[config.mk]
export PLATFORM = sky130hd
export DESIGN_NAME = cmdlink_slave
export DESIGN_NICKNAME = d
export VERILOG_FILES = /design/src/rtl/cmdlink_pkg.sv /design/src/rtl/cmdlink_sync.sv /design/src/rtl/cmdlink_shift.sv /design/src/rtl/cmdlink_status.sv /design/src/rtl/cmdlink_slave.sv
export SDC_FILE = /design/constraint.sdc
export NUM_CORES = 1
export LEC_CHECK = 0
export BUFFER_PORTS_ARGS = -buffer_cell sky130_fd_sc_hd__clkbuf_2
export CORE_UTILIZATION = 57
export DETAILED_ROUTE_END_ITERATION = 10
export GPL_TIMING_DRIVEN = 0
export PLACE_DENSITY = 0.78
export SETUP_SLACK_MARGIN = 0.4
export SLEW_MARGIN = 20
export SYNTH_ARGS = -nofsm -noshare
export SYNTH_HDL_FRONTEND = slang
export SYNTH_HIERARCHICAL = 1
export SYNTH_SLANG_ARGS = --single-unit
[constraint.sdc]
create_clock -name clk -period 1.9 [get_ports clk]
set_input_delay 0.095 -clock clk [delete_from_list [all_inputs] [get_ports clk]]
set_output_delay 0.095 -clock clk [all_outputs]
set_load 0.005 [all_outputs]
[src/rtl/cmdlink_pkg.sv]
package cmdlink_pkg;

    localparam int ADDR_W  = 16;
    localparam int CTRL_W  = 8;
    localparam int FLAG_W  = 2;
    localparam int FRAME_W = ADDR_W + CTRL_W;
    localparam int PAD_W   = FRAME_W - ADDR_W - FLAG_W;

    // Control byte, bit 0 is the first control bit on the wire.
    typedef struct packed {
        logic [2:0] spare;
        logic       run;
        logic       play;
        logic       power;
        logic       keep_addr;
        logic       cue;
    } ctrl_t;

    typedef struct packed {
        logic [ADDR_W-1:0] addr;
        logic              load;
        logic              power;
        logic              play;
        logic              run;
        logic              cue;
    } cmd_t;

    typedef struct packed {
        logic eom;
        logic ovf;
    } flags_t;

    function automatic cmd_t decode_frame(input logic [FRAME_W-1:0] f,
                                          input logic busy);
        ctrl_t c;
        cmd_t  r;
        c       = ctrl_t'(f[FRAME_W-1 -: CTRL_W]);
        r.addr  = f[ADDR_W-1:0];
        r.load  = ~c.keep_addr & c.run;
        r.power = c.power;
        r.play  = c.play;
        r.run   = c.run;
        r.cue   = c.cue & c.play & c.run & ~busy;
        return r;
    endfunction

    function automatic logic [FRAME_W-1:0] status_word(input logic [ADDR_W-1:0] ptr,
                                                       input flags_t fl);
        return {{PAD_W{1'b0}}, ptr, fl};
    endfunction

endpackage

[src/rtl/cmdlink_sync.sv]
module cmdlink_sync #(
    parameter int         W      = 1,
    parameter int         STAGES = 2,
    parameter logic [W-1:0] INIT = '0
) (
    input  logic         clk,
    input  logic         rst,
    input  logic [W-1:0] d_async,
    output logic [W-1:0] d_sync
);
    logic [STAGES-1:0][W-1:0] pipe;

    always_ff @(posedge clk) begin
        if (rst) begin
            pipe <= {STAGES{INIT}};
        end else begin
            for (int s = STAGES - 1; s > 0; s--) begin
                pipe[s] <= pipe[s-1];
            end
            pipe[0] <= d_async;
        end
    end

    assign d_sync = pipe[STAGES-1];

    initial begin
        stages_min_chk: assert (STAGES >= 2);
    end
endmodule

[src/rtl/cmdlink_shift.sv]
module cmdlink_shift
    import cmdlink_pkg::*;
#(
    parameter int N = FRAME_W
) (
    input  logic         clk,
    input  logic         rst,
    input  logic         selected,
    input  logic         sel_fall,
    input  logic         sclk_rise,
    input  logic         sclk_fall,
    input  logic         din,
    input  logic [N-1:0] snapshot,
    output logic [N-1:0] rx_word,
    output logic         rx_full,
    output logic         dout
);
    localparam int LIM   = N + 1;
    localparam int CNT_W = $clog2(LIM + 1);

    logic [N-1:0]     rx_q;
    logic [N-1:0]     tx_q;
    logic [CNT_W-1:0] cnt_q;

    always_ff @(posedge clk) begin
        if (rst) begin
            rx_q  <= '0;
            tx_q  <= '0;
            cnt_q <= '0;
        end else if (sel_fall) begin
            tx_q  <= snapshot;
            cnt_q <= '0;
        end else if (selected) begin
            if (sclk_rise) begin
                rx_q <= {din, rx_q[N-1:1]};
                if (cnt_q != CNT_W'(LIM)) cnt_q <= cnt_q + 1'b1;
            end
            if (sclk_fall) begin
                tx_q <= {1'b0, tx_q[N-1:1]};
            end
        end
    end

    assign rx_word = rx_q;
    assign rx_full = (cnt_q == CNT_W'(N));
    assign dout    = tx_q[0];


    cnt_bound_chk: assert property (@(posedge clk) disable iff (rst)
        cnt_q <= CNT_W'(LIM));


    snap_load_chk: assert property (@(posedge clk) disable iff (rst)
        sel_fall |=> dout == $past(snapshot[0]));
endmodule

[src/rtl/cmdlink_status.sv]
module cmdlink_status
    import cmdlink_pkg::*;
(
    input  logic   clk,
    input  logic   rst,
    input  logic   sel_fall,
    input  logic   ovf_evt,
    input  logic   eom_evt,
    output flags_t flags,
    output logic   int_n
);
    flags_t fl_q;

    always_ff @(posedge clk) begin
        if (rst) begin
            fl_q <= '0;
        end else begin
            fl_q.ovf <= ovf_evt | (fl_q.ovf & ~sel_fall);
            fl_q.eom <= eom_evt | (fl_q.eom & ~sel_fall);
        end
    end

    assign flags = fl_q;
    assign int_n = ~(fl_q.ovf | fl_q.eom);


    int_set_chk: assert property (@(posedge clk) disable iff (rst)
        (ovf_evt || eom_evt) |=> !int_n);


    int_clear_chk: assert property (@(posedge clk) disable iff (rst)
        (sel_fall && !ovf_evt && !eom_evt) |=> int_n);
endmodule

[src/rtl/cmdlink_slave.sv]
module cmdlink_slave
    import cmdlink_pkg::*;
#(
    parameter int SYNC_STAGES = 2
) (
    input  logic              clk,
    input  logic              rst,
    input  logic              sclk,
    input  logic              sel_n,
    input  logic              mosi,
    output logic              miso,
    output logic              miso_oe,
    output logic              int_n,
    input  logic [ADDR_W-1:0] row_ptr,
    input  logic              ovf_evt,
    input  logic              eom_evt,
    input  logic              eng_busy,
    output logic              cmd_valid,
    output logic [ADDR_W-1:0] cmd_addr,
    output logic              cmd_load,
    output logic              cmd_power,
    output logic              cmd_play,
    output logic              cmd_run,
    output logic              cmd_cue
);
    localparam int LINES = 3;

    logic [LINES-1:0] raw, synced;
    logic             sclk_s, sel_s, mosi_s;
    logic             sclk_last, sel_last;
    logic             sclk_rise, sclk_fall, sel_rise, sel_fall, selected;
    logic [FRAME_W-1:0] rx_word;
    logic             rx_full;
    flags_t           flags;
    cmd_t             cmd_q;
    logic             valid_q;

    assign raw = {mosi, sel_n, sclk};

    cmdlink_sync #(.W(LINES), .STAGES(SYNC_STAGES), .INIT(3'b010)) u_sync (
        .clk     (clk),
        .rst     (rst),
        .d_async (raw),
        .d_sync  (synced)
    );

    assign sclk_s = synced[0];
    assign sel_s  = synced[1];
    assign mosi_s = synced[2];

    always_ff @(posedge clk) begin
        if (rst) begin
            sclk_last <= 1'b0;
            sel_last  <= 1'b1;
        end else begin
            sclk_last <= sclk_s;
            sel_last  <= sel_s;
        end
    end

    assign sclk_rise = sclk_s & ~sclk_last;
    assign sclk_fall = ~sclk_s & sclk_last;
    assign sel_rise  = sel_s & ~sel_last;
    assign sel_fall  = ~sel_s & sel_last;
    assign selected  = ~sel_s;

    cmdlink_status u_status (
        .clk      (clk),
        .rst      (rst),
        .sel_fall (sel_fall),
        .ovf_evt  (ovf_evt),
        .eom_evt  (eom_evt),
        .flags    (flags),
        .int_n    (int_n)
    );

    cmdlink_shift #(.N(FRAME_W)) u_shift (
        .clk       (clk),
        .rst       (rst),
        .selected  (selected),
        .sel_fall  (sel_fall),
        .sclk_rise (sclk_rise),
        .sclk_fall (sclk_fall),
        .din       (mosi_s),
        .snapshot  (status_word(row_ptr, flags)),
        .rx_word   (rx_word),
        .rx_full   (rx_full),
        .dout      (miso)
    );

    always_ff @(posedge clk) begin
        if (rst) begin
            cmd_q   <= '0;
            valid_q <= 1'b0;
        end else begin
            valid_q <= sel_rise & rx_full;
            if (sel_rise && rx_full) cmd_q <= decode_frame(rx_word, eng_busy);
        end
    end

    assign miso_oe   = selected;
    assign cmd_valid = valid_q;
    assign cmd_addr  = cmd_q.addr;
    assign cmd_load  = cmd_q.load;
    assign cmd_power = cmd_q.power;
    assign cmd_play  = cmd_q.play;
    assign cmd_run   = cmd_q.run;
    assign cmd_cue   = cmd_q.cue;


    cmd_pulse_chk: assert property (@(posedge clk) disable iff (rst)
        cmd_valid |=> !cmd_valid);


    cmd_after_sel_chk: assert property (@(posedge clk) disable iff (rst)
        cmd_valid |-> !miso_oe);


    cue_gate_chk: assert property (@(posedge clk) disable iff (rst)
        (cmd_valid && cmd_cue) |-> (cmd_play && cmd_run && !$past(eng_busy)));
endmodule

* After elaboration in Yosys (flattened, before gate mapping)
Cells that the tools add are included.
** Cells by class
- Bitwise operators :: 22
- Equal/unequal tests :: 3
- Reduce and logical (&&, ||, !) cells :: 6
- Muxes and demuxes :: 3
- Add/sub/neg operators :: 1
** Operators with widths (number)
- two-way mux 18 bit :: 3
- AND 1 bit :: 11
- NOT 1 bit :: 8
- AND reduction 3 bit :: 2
- adder 5 x 1 -> 5 bit, second input constant :: 1
- equality test 5 bit, second input constant :: 1
- != test 5 bit, second input constant :: 1
- bitwise OR 1 bit :: 3
- != test 2 x 1 -> 1 bit, second input constant :: 1
- AND reduction 2 bit :: 1
- nonzero test 2 bit :: 1
- OR reduction 2 bit :: 1
- logical AND 1 bit :: 1
** Word-level totals
- Output and inout port bits :: 25
- Bits of input ports :: 24
- Logic and storage cells :: 51
- Register bits :: 79

* Depth between registers and ports, before layout
Gate-level depths: netlist (run 1).
- Word-level depth :: 5
- Mapped depth :: 8
- Depth with buffers taken out :: 5

* By module
The synthesis (run 1) kept the hierarchy.
** By module, submodules not included
- cmdlink_shift :: times used 1, area each 2278.4 µm², cells each 273
- cmdlink_slave :: times used 1, area each 1086.0 µm², cells each 104
- cmdlink_sync :: times used 1, area each 180.2 µm², cells each 15
- cmdlink_status :: times used 1, area each 73.8 µm², cells each 9

* Worst setup path after synthesis (run 1)
No wires, ideal clock.
- Kind :: register -> register
- From :: register u_shift.cnt_q[0]
- To :: register cmd_q, in the netlist cmd_addr[0]
- Slack :: 0.446 ns
- Arrival :: 1.336 ns
- Cell stages (with the launch flop) :: 8
- Period minus slack after synthesis :: 1.454 ns
- Data required time :: 1.782 ns
- Path through :: dfxtp_1 -> inv_1 -> ha_1 -> and4b_2 -> and3b_1 -> buf_6 -> buf_12 -> mux2i_1
** On the way
- Word-level cells in the longest chain between the ends :: 2
** Ends and longest elaborated chain
- start, declared :: line cmdlink_shift.sv:23 : logic [CNT_W-1:0] cnt_q;
- start signal, assigned :: line cmdlink_shift.sv:36 : if (cnt_q != CNT_W'(LIM)) cnt_q <= cnt_q + 1'b1;
- equality test 5 bit :: line cmdlink_shift.sv:45 : assign rx_full = (cnt_q == CNT_W'(N));
- net rx_full :: line cmdlink_slave.sv:33 : logic rx_full;
- logical AND 1 bit :: line cmdlink_slave.sv:97 : if (sel_rise && rx_full) cmd_q <= decode_frame(rx_word, eng_busy);
- end signal, assigned :: line cmdlink_slave.sv:97
- end, declared :: line cmdlink_slave.sv:35 : cmd_t cmd_q;
The timed path passes the listed nets, and every way through them passes these cells.
A chain may end at the register's enable or synchronous reset.

* Final worst setup path (run 1)
- From :: register u_shift.cnt_q[1]
- To :: register cmd_q, in the netlist cmd_play
The elaborated chain is that of the path after synthesis.

==> reports/metrics.yaml, run 1 <==
critical_path:
  slowest_cell_on_the_critical_path: "dfxtp_2"
  timing.critical_path.to_type: "register"
  worst_ep_required_time_ps: 2180
  worst_setup_path_startpoint: "u_shift/cnt_q[1]"
  worst_setup_path_start_kind: "register"
  timing.critical_path.arrival_ps: 1750
  crit_chain: "inv_2 -> ha_4 -> and4b_2 -> and3b_1 -> buf_6 -> buf_12 -> mux2i_1"
  cpPeakStageDelay_ps: 340
  path_max_fanout: 5
  path_class: "register to register"
  r2r_start: "u_shift/cnt_q[1]"
synthesis:
  seq_area_frac_synth_pct: 47.0
  synth.cell_area_um2: 3620
  synth.lib_cells_used.distinct: 38
  yosys_warnings: 6
  post_synth.cell_area_avg_um2: 9.02
  synthFlopType: "dfxtp_1"
  synth-seq-cells: 85
  post_synth_inst_count: 401
  synthArstFlopShare_pct: 0
  number_of_flops_mapped_to_enable_cells_by_yosys: 0
final_layout:
  post-route-util_pct: 79.0
  final_common_cell: "dfxtp_1"
  area_growth_syn_to_layout_pct: 31.5
  seqCellArea_um2: 1710
  num-fill-cells: 402
  multi_input_comb_area_um2: 1870
  final_net_count: 520
  post_route_cells_drive_above_1_share_pct: 29.1
  layout_common_cells: "82 x dfxtp_1, 55 x clkbuf_2, 42 x nand2b_1"
  number_of_diodes_added_for_antenna_fixing: 0
  finish.instance_area_um2: 4760
clock_network:
  cts_htree_levels: 3
  cts-root-buf: "clkbuf_8"
  tritoncts_clock_tree: "yes"
  tritoncts.num_buffers: 9
  maximum_buffer_depth_of_the_clock_tree: 2
  clk_latency_ps: 360
  clk_pin_slew_ps: 80
  clock_sinks: 85
floorplan:
  starting_utilization_of_the_core_area_pct: 60.0
  core_region_area_um2: 6030
  die_height_um: 81.7
  placement_rows: 28
  boundaryPins: 49
  design.die.area_um2: 6670
  floorplan.die.width_um: 81.7
drt:
  first_pass_iters: 6
  routed-via-count: 3077
  drtAntennaViolNets: 0
  drt-vias-per-instance: 5.37
  wl_per_cell_um: 14.4
  drt_first_iter_violations: 170
  wirelength_routed_um: 8230
  drc_errors: 0
place:
  port_buffers: 48
  place_area_um2: 3970
  dpl_worst_slack_ps: 288
  place_hpwl_um: 5010
  gp_routability_congestion: 0.734
global_route:
  antenna_found_initial: 0
  via_count_of_the_first_global_routing_pass: 2878
  grt_start_max_net_pins: 22
  globalRoute.totalOverflow: 0
  first_pass_grt_wire_length_um: 12800
  global_route.usage.total_pct: 25.5
sta:
  finalSetupTns_ps: 0
  min_period_ps: 1470
  fmaxAchievable_mhz: 680
  worst-slew-pin-transition_ps: 524
  hold_viol: 0
  finalCritPeriodShare_pct: 77.5
  fin_ws_ps: 428
  rsz0062_at_grt: "yes"
  setup_violations_final: 0
  timing_max_transition_violations_final: 0
  clock-skew-final_ps: 8.10
  finalHoldWorstSlack_ps: 30.1
  worst_slew_margin_rel_pct: 65.1
min_path:
  hold_class: "input port to register"
  timing.hold.worst.start: "row_ptr[3]"
status:
  run_status: "completed"
power_and_ir_drop:
  worst_ir_drop_vdd_mv: 0.494
  power.leakage_uw: 0.00190
  power.density_cell_area_nw_per_um2: 765
job:
  max-cap-violations: 0
worst max-delay path: cells and delay by family (launching register included):
family | cells | cell delay [ps]
buf+inv | 3 | 350
flops | 1 | 340
simple gates | 2 | 390
mux | 1 | 200
fa+ha+maj | 1 | 110
cells by family after synthesis:
| logic type | after synthesis | share of synthesized area, % |
|---|---|---|
| other | 1 | 0.104 |
| DFF | 85 | 47.0 |
| buffers and inverters | 38 | 6.29 |
| and+or+nand+nor | 193 | 29.5 |
| muxes | 20 | 5.53 |
| AOI/OAI and AO/OA | 61 | 10.5 |
| adders and majority gates | 3 | 1.04 |
what timing repair did:
action	CTS	global route
setup endpoints to repair	65	65
setup buffers	3	1
pin swaps	0	0
resized for setup	10	62
cloned	0	4
hold buffers	20	0
endpoints found under the hold margin	20	0
routing by layer:
layer	part of all wire (%)	track usage, %	vias to the layer above
li1	-	-	1532
met4	1.7	10.5	0
met2	51	44.7	73
met5	0	0	-
met3	3.5	6.44	14
met1	44	29.6	1458
report_power, final:
part | internal (uW) | switching, uW
clock network | 906 | 652
logic | 129 | 114
registers | 1820 | 20.3
total | 2850 | 786
flip-flops by register name, summed over array words and instances (netlist names):
register	count
u_shift/rx_word	24
u_shift/tx_q	24
cmd_addr	16
u_shift/cnt_q	5
u_sync/d_sync	3
u_sync/pipe	3
u_status/flags	2
cmd_cue	1
cmd_load	1
cmd_play	1
cmd_power	1
cmd_run	1
cmd_valid	1
sclk_last	1
sel_last	1
path summary, 6_finish.rpt:
path	end	slack [ps]	cells past startpoint
worst max-delay path	cmd_play	430	7
worst min-delay path	u_shift/tx_q[5]	30	3
worst max register to register	cmd_play	430	7
worst min register to register	u_sync/d_sync[1]	420	1
cell usage after synthesis (3+ instances only):
cell type / n / area (um2)
dfxtp_1: 85 / 1700
nand2_1: 54 / 203
nand2b_1: 42 / 263
a21oi_1: 30 / 150
nor2b_1: 30 / 188
a211oi_1: 23 / 173
and3_1: 23 / 144
nor3_1: 23 / 115
mux2i_1: 20 / 200
clkbuf_1: 14 / 52.6
buf_4: 6 / 45.0
inv_1: 6 / 22.5
buf_2: 5 / 25.0
buf_6: 3 / 33.8
ha_1: 3 / 37.5
o21ai_0: 3 / 15.0
or2_1: 3 / 18.8
or3_1: 3 / 18.8
through the flow:
| step | cells | power [uW] |
|---|---|---|
| finish | 573 | 3640 |
| global route | 573 | 3760 |
| CTS | 568 | 3620 |
| detailed placement | 529 | 2060 |
| global placement | 529 | 2050 |
| floorplan | 406 | 1990 |
cell type report:
class,instances,share of cell area (%)
Buffer,32,5.26
Clock buffer,10,2.89
Clock inverter,6,2.31
Inverter,6,0.473
Multi-Input combinational cell,283,39.3
Sequential cell,85,35.8
Tap cell,75,1.97
Timing Repair Buffer,76,12.0
(Power assumes the default switching activity.)
==> run 2: changes to the inputs <==
--- a/config.mk
+++ b/config.mk
@@ -6,10 +6,10 @@
 export NUM_CORES = 1
 export LEC_CHECK = 0
 export BUFFER_PORTS_ARGS = -buffer_cell sky130_fd_sc_hd__clkbuf_2
-export CORE_UTILIZATION = 57
+export CORE_UTILIZATION = 51
 export DETAILED_ROUTE_END_ITERATION = 10
 export GPL_TIMING_DRIVEN = 0
-export PLACE_DENSITY = 0.78
+export PLACE_DENSITY = 0.74
 export SETUP_SLACK_MARGIN = 0.4
 export SLEW_MARGIN = 20
 export SYNTH_ARGS = -nofsm -noshare
==> constraint.sdc (replaced) <==
create_clock -name clk -period 1.3 [get_ports clk]
set_input_delay 0.065 -clock clk [delete_from_list [all_inputs] [get_ports clk]]
set_output_delay 0.065 -clock clk [all_outputs]
set_load 0.005 [all_outputs]
==> run 2 against run 1 <==
Compared with the run above:
- the run now ends with negative setup slack left
- total power grew 42%
- sequential share of layout area decreased by 6.7 points
- first-iteration DRC count is 15% lower
- highest routed layer unchanged
==> reports/metrics.yaml, run 2 (synthesized netlist as in run 1, its figures left out) <==
sta:
  rsz0062_at_grt: "yes"
  worst_slew_margin_rel_pct: 52.4  # -13 points
  fmaxAchievable_mhz: 642  # -5.5%
  finalCritPeriodShare_pct: 120  # +42 points
  hold_viol: 0  # unchanged
  clock-skew-final_ps: 10.6  # +2.47 ps
  setup_violations_final: 72  # +72
  min_period_ps: 1560  # +85.0 ps
  timing_max_transition_violations_final: 0  # unchanged
  worst-slew-pin-transition_ps: 714  # +190 ps
  fin_ws_ps: -257  # -685 ps
  finalHoldWorstSlack_ps: 34.1  # +4.00 ps
power_and_ir_drop:
  power.density_cell_area_nw_per_um2: 868  # +14%
  clkPwrFrac_pct: 37.1  # -5.7 points
  power.combinational.fraction_pct: 10.8  # +4.1 points
  internal_power_uw: 3860  # +35%
  power.leakage_uw: 0.00251  # +32%
  switching_power_uw: 1320  # +68%
  power_switching_share_pct: 25.5  # +3.9 points
  worst_ir_drop_vdd_mv: 1.03  # +110%
  power_frac_seq_pct: 52.0  # +1.5 points
global_route:
  first_pass_grt_wire_length_um: 15800  # +23%
  global_route.usage.total_pct: 27.6  # +2.1 points
  via_count_of_the_first_global_routing_pass: 3370  # +17%
  globalRoute.totalOverflow: 0  # unchanged
  antenna_found_initial: 0  # unchanged
  grt_start_max_net_pins: 22  # unchanged
floorplan:
  starting_utilization_of_the_core_area_pct: 53.0  # -7.1 points
  floorplan.die.width_um: 86.2  # +5.6%
  design.die.area_um2: 7440  # +11%
  core_region_area_um2: 6830  # +13%
  placement_rows: 30  # +7.1%
  die_height_um: 86.2  # +5.6%
  boundaryPins: 49  # unchanged
critical_path:
  timing.critical_path.arrival_ps: 1850  # +100 ps
  endpoint_of_the_lowest_slack_register_to_register_path: "cmd_addr[3]"
  path_max_fanout: 5  # unchanged
  r2r_setup_slack_ps: -260  # -680 ps
  worst_setup_path_startpoint: "u_shift/cnt_q[1]"
  path_class: "register to register"
  worst_setup_path_start_kind: "register"
  worst_setup_path_endpoint: "cmd_addr[3]"
  r2r_cells: 7  # unchanged
  worst_ep_required_time_ps: 1590  # -590 ps
  timing.critical_path.to_type: "register"
  r2r_start: "u_shift/cnt_q[1]"
clock_network:
  tritoncts_clock_tree: "yes"
  maximum_buffer_depth_of_the_clock_tree: 2  # unchanged
  clk_pin_slew_ps: 90  # about the same
  tritoncts.num_buffers: 9  # unchanged
  clk_latency_ps: 370  # about the same
  cts_htree_levels: 3  # unchanged
  clock_sinks: 85  # unchanged
  cts-root-buf: "clkbuf_8"
drt:
  wl_per_cell_um: 17.5  # +22%
  drtAntennaViolNets: 0  # unchanged
  first_pass_iters: 4  # -2
  routed-via-count: 3390  # +10%
  drc_errors: 0  # unchanged
  drt_first_iter_violations: 145  # -15%
  drt-vias-per-instance: 5.37  # about the same
  wirelength_routed_um: 11000  # +34%
status:
  run_status: "finished with violations"
  failed_checks: "negative setup slack"
final_layout:
  layout_common_cells: "57 x dfxtp_1, 45 x clkbuf_2, 40 x nand2b_1"
  number_of_diodes_added_for_antenna_fixing: 0  # unchanged
  area_growth_syn_to_layout_pct: 64.8
  final_cells: 631  # +10%
  final_net_count: 557  # +7.1%
  num-fill-cells: 330  # -18%
  post_route_cells_drive_above_1_share_pct: 56.1  # +27 points
  final_common_cell: "dfxtp_1"
min_path:
  hold_class: "input port to register"
place:
  port_buffers: 48  # unchanged
  place_hpwl_um: 4940  # -1.5%
  place.detailed.instances: 550  # +4.0%
  gp_routability_congestion: 0.713  # -2.9%
job:
  max-cap-violations: 0  # unchanged
==> run 2: cell count changes in the layout (fill, tap and decap cells not counted), moves of 11 or more <==
cell,change
a21oi_1,-25
a21oi_2,+25
dfxtp_1,-25
dfxtp_2,+24
buf_6,+18
nand2_4,+18
and3_1,-17
and3_4,+17
nand2_1,-14
buf_8,+11
nor2b_1,-11
==> run 2: worst max-delay path, stage by stage (launching register included) <==
cell and delay [ps]:
dfxtp_2 330, inv_2 80, ha_4 120, and4b_2 230
and3b_1 200, buf_6 180, buf_12 140, mux2i_1 200
==> run 2: power by group through the flow <==
| stage | combinational, uW | clock, uW | sequential (uW) |
|---|---|---|---|
| after global routing | 590 | 2090 | 2700 |
| final | 560 | 1920 | 2690 |
| after CTS | 486 | 1930 | 2690 |
| after detailed placement | 334 | 0 | 2750 |
| after global placement | 327 | 0 | 2750 |
| after floorplan | 239 | 0 | 2740 |
==> run 2: worst min path at each step <==
stage / to / start / cells past startpoint
6_report: cmd_cue / eng_busy / 3
5_1_grt: cmd_cue / eng_busy / 3
4_1_cts: u_shift/tx_q[3] / row_ptr[1] / 3
3_5_place_dp: u_sync/pipe[1] / sel_n / 2
3_3_place_gp: u_sync/pipe[1] / sel_n / 2
2_1_floorplan: u_status/flags[0] / rst / 1
==> run 2: area by class of cell <==
type	instances	area [um2]	share of cell area (%)
buffer	32	417	6.99
clock buffer	9	124	2.08
clock inverter	7	75.1	1.26
inverter	6	30.0	0.504
multi-input combinational	283	2410	40.4
sequential	85	1740	29.2
tap	96	120	2.01
timing repair buffer	113	1050	17.6
==> run 2: what timing repair did <==
action	CTS	global route
hold endpoints to repair	20	0
pin swaps	14	29
hold buffers	20	0
setup endpoints to repair	84	100
cloned	13	2
buffers inserted	16	14
gates resized for setup	102	99
==> run 2: stage by stage <==
stage | total power [uW] | utilization, % | TNS, ps | worst slack (ps) | area, um2
2_1_floorplan | 2980 | - | -2910 | -95.7 | 3970
3_3_place_gp | 3080 | 63.4 | -8320 | -238 | 4330
3_5_place_dp | 3080 | 63.4 | -9580 | -289 | 4330
4_1_cts | 5100 | 79.9 | -6340 | -160 | 5460
5_1_grt | 5380 | 87.3 | -14540 | -294 | 5960
6_report | 5180 | 87.3 | -11620 | -257 | 5960
==> run 2: metal layers <==
metal  vias to the layer above  global-route usage (%)  part of all wire (%)  routed length (um)
li1                       1614                       -                     -                   -
met1                      1660                    32.3                    41                4540
met2                        92                    49.8                    53                5890
met3                        24                    5.90                   2.8                 311
met4                         0                    10.0                   2.7                 296
met5                         -                       0                     0                   0
==> run 3: changes to the inputs <==
--- a/config.mk
+++ b/config.mk
@@ -6,11 +6,12 @@
 export NUM_CORES = 1
 export LEC_CHECK = 0
 export BUFFER_PORTS_ARGS = -buffer_cell sky130_fd_sc_hd__clkbuf_2
+export CAP_MARGIN = 20
 export CORE_UTILIZATION = 51
 export DETAILED_ROUTE_END_ITERATION = 10
 export GPL_TIMING_DRIVEN = 0
 export PLACE_DENSITY = 0.74
-export SETUP_SLACK_MARGIN = 0.4
+export SETUP_SLACK_MARGIN = 0.1
 export SLEW_MARGIN = 20
 export SYNTH_ARGS = -nofsm -noshare
 export SYNTH_HDL_FRONTEND = slang
==> constraint.sdc (replaced) <==
create_clock -name clk -period 1.3 [get_ports clk]
set_input_delay 0.13 -clock clk [delete_from_list [all_inputs] [get_ports clk]]
set_output_delay 0.13 -clock clk [all_outputs]
set_load 0.005 [all_outputs]
==> run 3 against run 2 <==
Compared with the run above:
- clock power decreased by 7%
- non-clock buffer count fell by 27
- the flow still finishes with violations (negative setup slack)
- clock skew shrank 0.89 ps
- global-route usage fell by 1.7 points
- hold slack got worse by 13 ps
- largest power group unchanged
- register-to-register slack got worse by 30 ps
- setup slack got worse by 32 ps
- utilization is 5.9 points lower
- cell area fell by 6.8%
==> reports/metrics.yaml, run 3 (synthesized netlist as in run 1, its figures left out) <==
global_route:
  antenna_found_initial: 0  # unchanged
  first_pass_grt_wire_length_um: 14800  # -5.9%
  via_count_of_the_first_global_routing_pass: 3131  # -7.1%
  globalRoute.totalOverflow: 0  # unchanged
  global_route.usage.total_pct: 26.0  # -1.7 points
  grt_start_max_net_pins: 22  # unchanged
clock_network:
  tritoncts.num_buffers: 9  # unchanged
  maximum_buffer_depth_of_the_clock_tree: 2  # unchanged
  clk_latency_ps: 370  # about the same
  cts-root-buf: "clkbuf_8"
  clk_pin_slew_ps: 90  # about the same
  tritoncts_clock_tree: "yes"
  cts_htree_levels: 3  # unchanged
  clock_sinks: 85  # unchanged
final_layout:
  area_growth_syn_to_layout_pct: 53.7
  seqCellArea_um2: 1710  # -1.7%
  layout_common_cells: "80 x dfxtp_1, 47 x clkbuf_2, 42 x nand2b_1"
  post-route-util_pct: 81.4  # -5.9 points
  final_common_cell: "dfxtp_1"
  final_net_count: 530  # -4.8%
  multi_input_comb_area_um2: 2370  # -1.6%
  post_route_cells_drive_above_1_share_pct: 51.2  # -4.9 points
  num-fill-cells: 387  # +17%
  number_of_diodes_added_for_antenna_fixing: 0  # unchanged
sta:
  min_period_ps: 1590  # +32.2 ps
  finalSetupTns_ps: -10780  # +832 ps
  rsz0062_at_grt: "yes"
  clock-skew-final_ps: 9.67  # -0.893 ps
  finalCritPeriodShare_pct: 122  # +2.5 points
  timing_max_transition_violations_final: 0  # unchanged
  finalHoldWorstSlack_ps: 21.6  # -12.5 ps
  hold_viol: 0  # unchanged
  setup_violations_final: 74  # +2.8%
  worst-slew-pin-transition_ps: 702  # -12.2 ps
  fin_ws_ps: -289  # -32.2 ps
  worst_slew_margin_rel_pct: 53.2  # +0.81 points
  fmaxAchievable_mhz: 629  # -2.0%
floorplan:
  placement_rows: 30  # unchanged
  floorplan.die.width_um: 86.2  # unchanged
  design.die.area_um2: 7440  # unchanged
  die_height_um: 86.2  # unchanged
  core_region_area_um2: 6830  # unchanged
  boundaryPins: 49  # unchanged
  starting_utilization_of_the_core_area_pct: 53.0  # unchanged
status:
  failed_checks: "negative setup slack"
  run_status: "finished with violations"
power_and_ir_drop:
  power.leakage_uw: 0.00229  # -8.8%
  power.density_cell_area_nw_per_um2: 898  # +3.4%
  worst_ir_drop_vdd_mv: 0.869  # -15%
place:
  place_hpwl_um: 4980  # +0.82%
  gp_routability_congestion: 0.788  # +10%
  port_buffers: 48  # unchanged
  dpl_worst_slack_ps: -229  # +59.9 ps
drt:
  first_pass_iters: 4  # unchanged
  wirelength_routed_um: 10600  # -4.1%
  routed-via-count: 3303  # -2.6%
  drt_first_iter_violations: 91  # -37%
  drtAntennaViolNets: 0  # unchanged
  wl_per_cell_um: 17.5  # +0.18%
  drt-vias-per-instance: 5.47  # +1.8%
  drc_errors: 0  # unchanged
critical_path:
  r2r_cells: 7  # unchanged
  path_max_fanout: 10  # +5
  worst_setup_path_start_kind: "register"
  path_class: "register to register"
  endpoint_of_the_lowest_slack_register_to_register_path: "cmd_addr[5]"
  timing.critical_path.arrival_ps: 1880  # +30 ps
  slowest_cell_on_the_critical_path: "dfxtp_4"
  worst_ep_required_time_ps: 1590  # about the same
  worst_setup_path_startpoint: "u_shift/cnt_q[0]"
  crit_chain: "inv_4 -> ha_4 -> and4b_2 -> and3b_1 -> buf_6 -> buf_12 -> mux2i_1"
  r2r_setup_slack_ps: -290  # -30 ps
  timing.critical_path.to_type: "register"
  cpPeakStageDelay_ps: 360  # +30 ps
  r2r_start: "u_shift/cnt_q[0]"
job:
  max-cap-violations: 0  # unchanged
min_path:
  timing.hold.worst.start: "row_ptr[10]"
  hold_class: "input port to register"
  hold-path-cell-count: 3  # unchanged
  min_to: "u_shift/tx_q[12]"
## run 3: cell types whose count changed in the layout (fill, tap and decap cells not counted), sizes merged
cell         before  now
clkinv            2    1
inv               7    8
clkbuf           71   68
dlygate4sd3      20    5
buf              63   55
bufinv            1    0
## run 3: worst max-delay path by stage
stage                     endpoint  cells past startpoint  slack, ps
6_report               cmd_addr[5]                      7       -290
5_1_grt                cmd_addr[5]                      7       -330
4_1_cts               cmd_addr[12]                      7       -180
3_5_place_dp   u_shift/rx_word[12]                      4       -230
3_3_place_gp    u_shift/rx_word[8]                      6       -190
2_1_floorplan          cmd_addr[0]                      7       -100
## run 3: worst max-delay path: cells and delay by family (launching register included)
family / cells / cell delay (ps)
adder cells (fa/ha/maj): 1 / 110
buffers and inverters: 3 / 360
flip-flops: 1 / 360
multiplexers: 1 / 190
AND/OR/NAND/NOR: 2 / 480
## run 3: area by class of cell
type                            instances  share of cell area, %
Multi-Input combinational cell        283                   42.7
Clock buffer                           10                   2.48
Timing Repair Buffer                   87                   14.0
Buffer                                 31                   6.68
Inverter                                6                  0.495
Sequential cell                        85                   30.8
Tap cell                               96                   2.16
Clock inverter                          6                  0.810
## run 3: where the power goes
part / switching [uW] / internal, uW
Sequential: 42.9 / 2650
Clock: 1040 / 756
Combinational: 231 / 269
## run 3: timing repair
action,4_1_cts,5_1_grt
pin swaps,32,25
gates resized for setup,99,82
hold buffers,5,0
setup endpoints to repair,74,75
endpoints found under the hold margin,5,0
cloned,12,0
buffers inserted,19,4
## run 3: routing by layer
metal | part of all wire, % | track usage, %
met5 | 0 | 0
met4 | 4.7 | 11.2
met3 | 3.7 | 5.90
met2 | 51 | 45.8
met1 | 41 | 30.2
## run 3: stage by stage
step	std cells	cell area, um2	power (uW)
4_1_cts	601	5180	4910
6_report	604	5560	4990
2_1_floorplan	406	3870	2960
3_3_place_gp	550	4230	3050
5_1_grt	604	5560	5180
3_5_place_dp	550	4230	3060
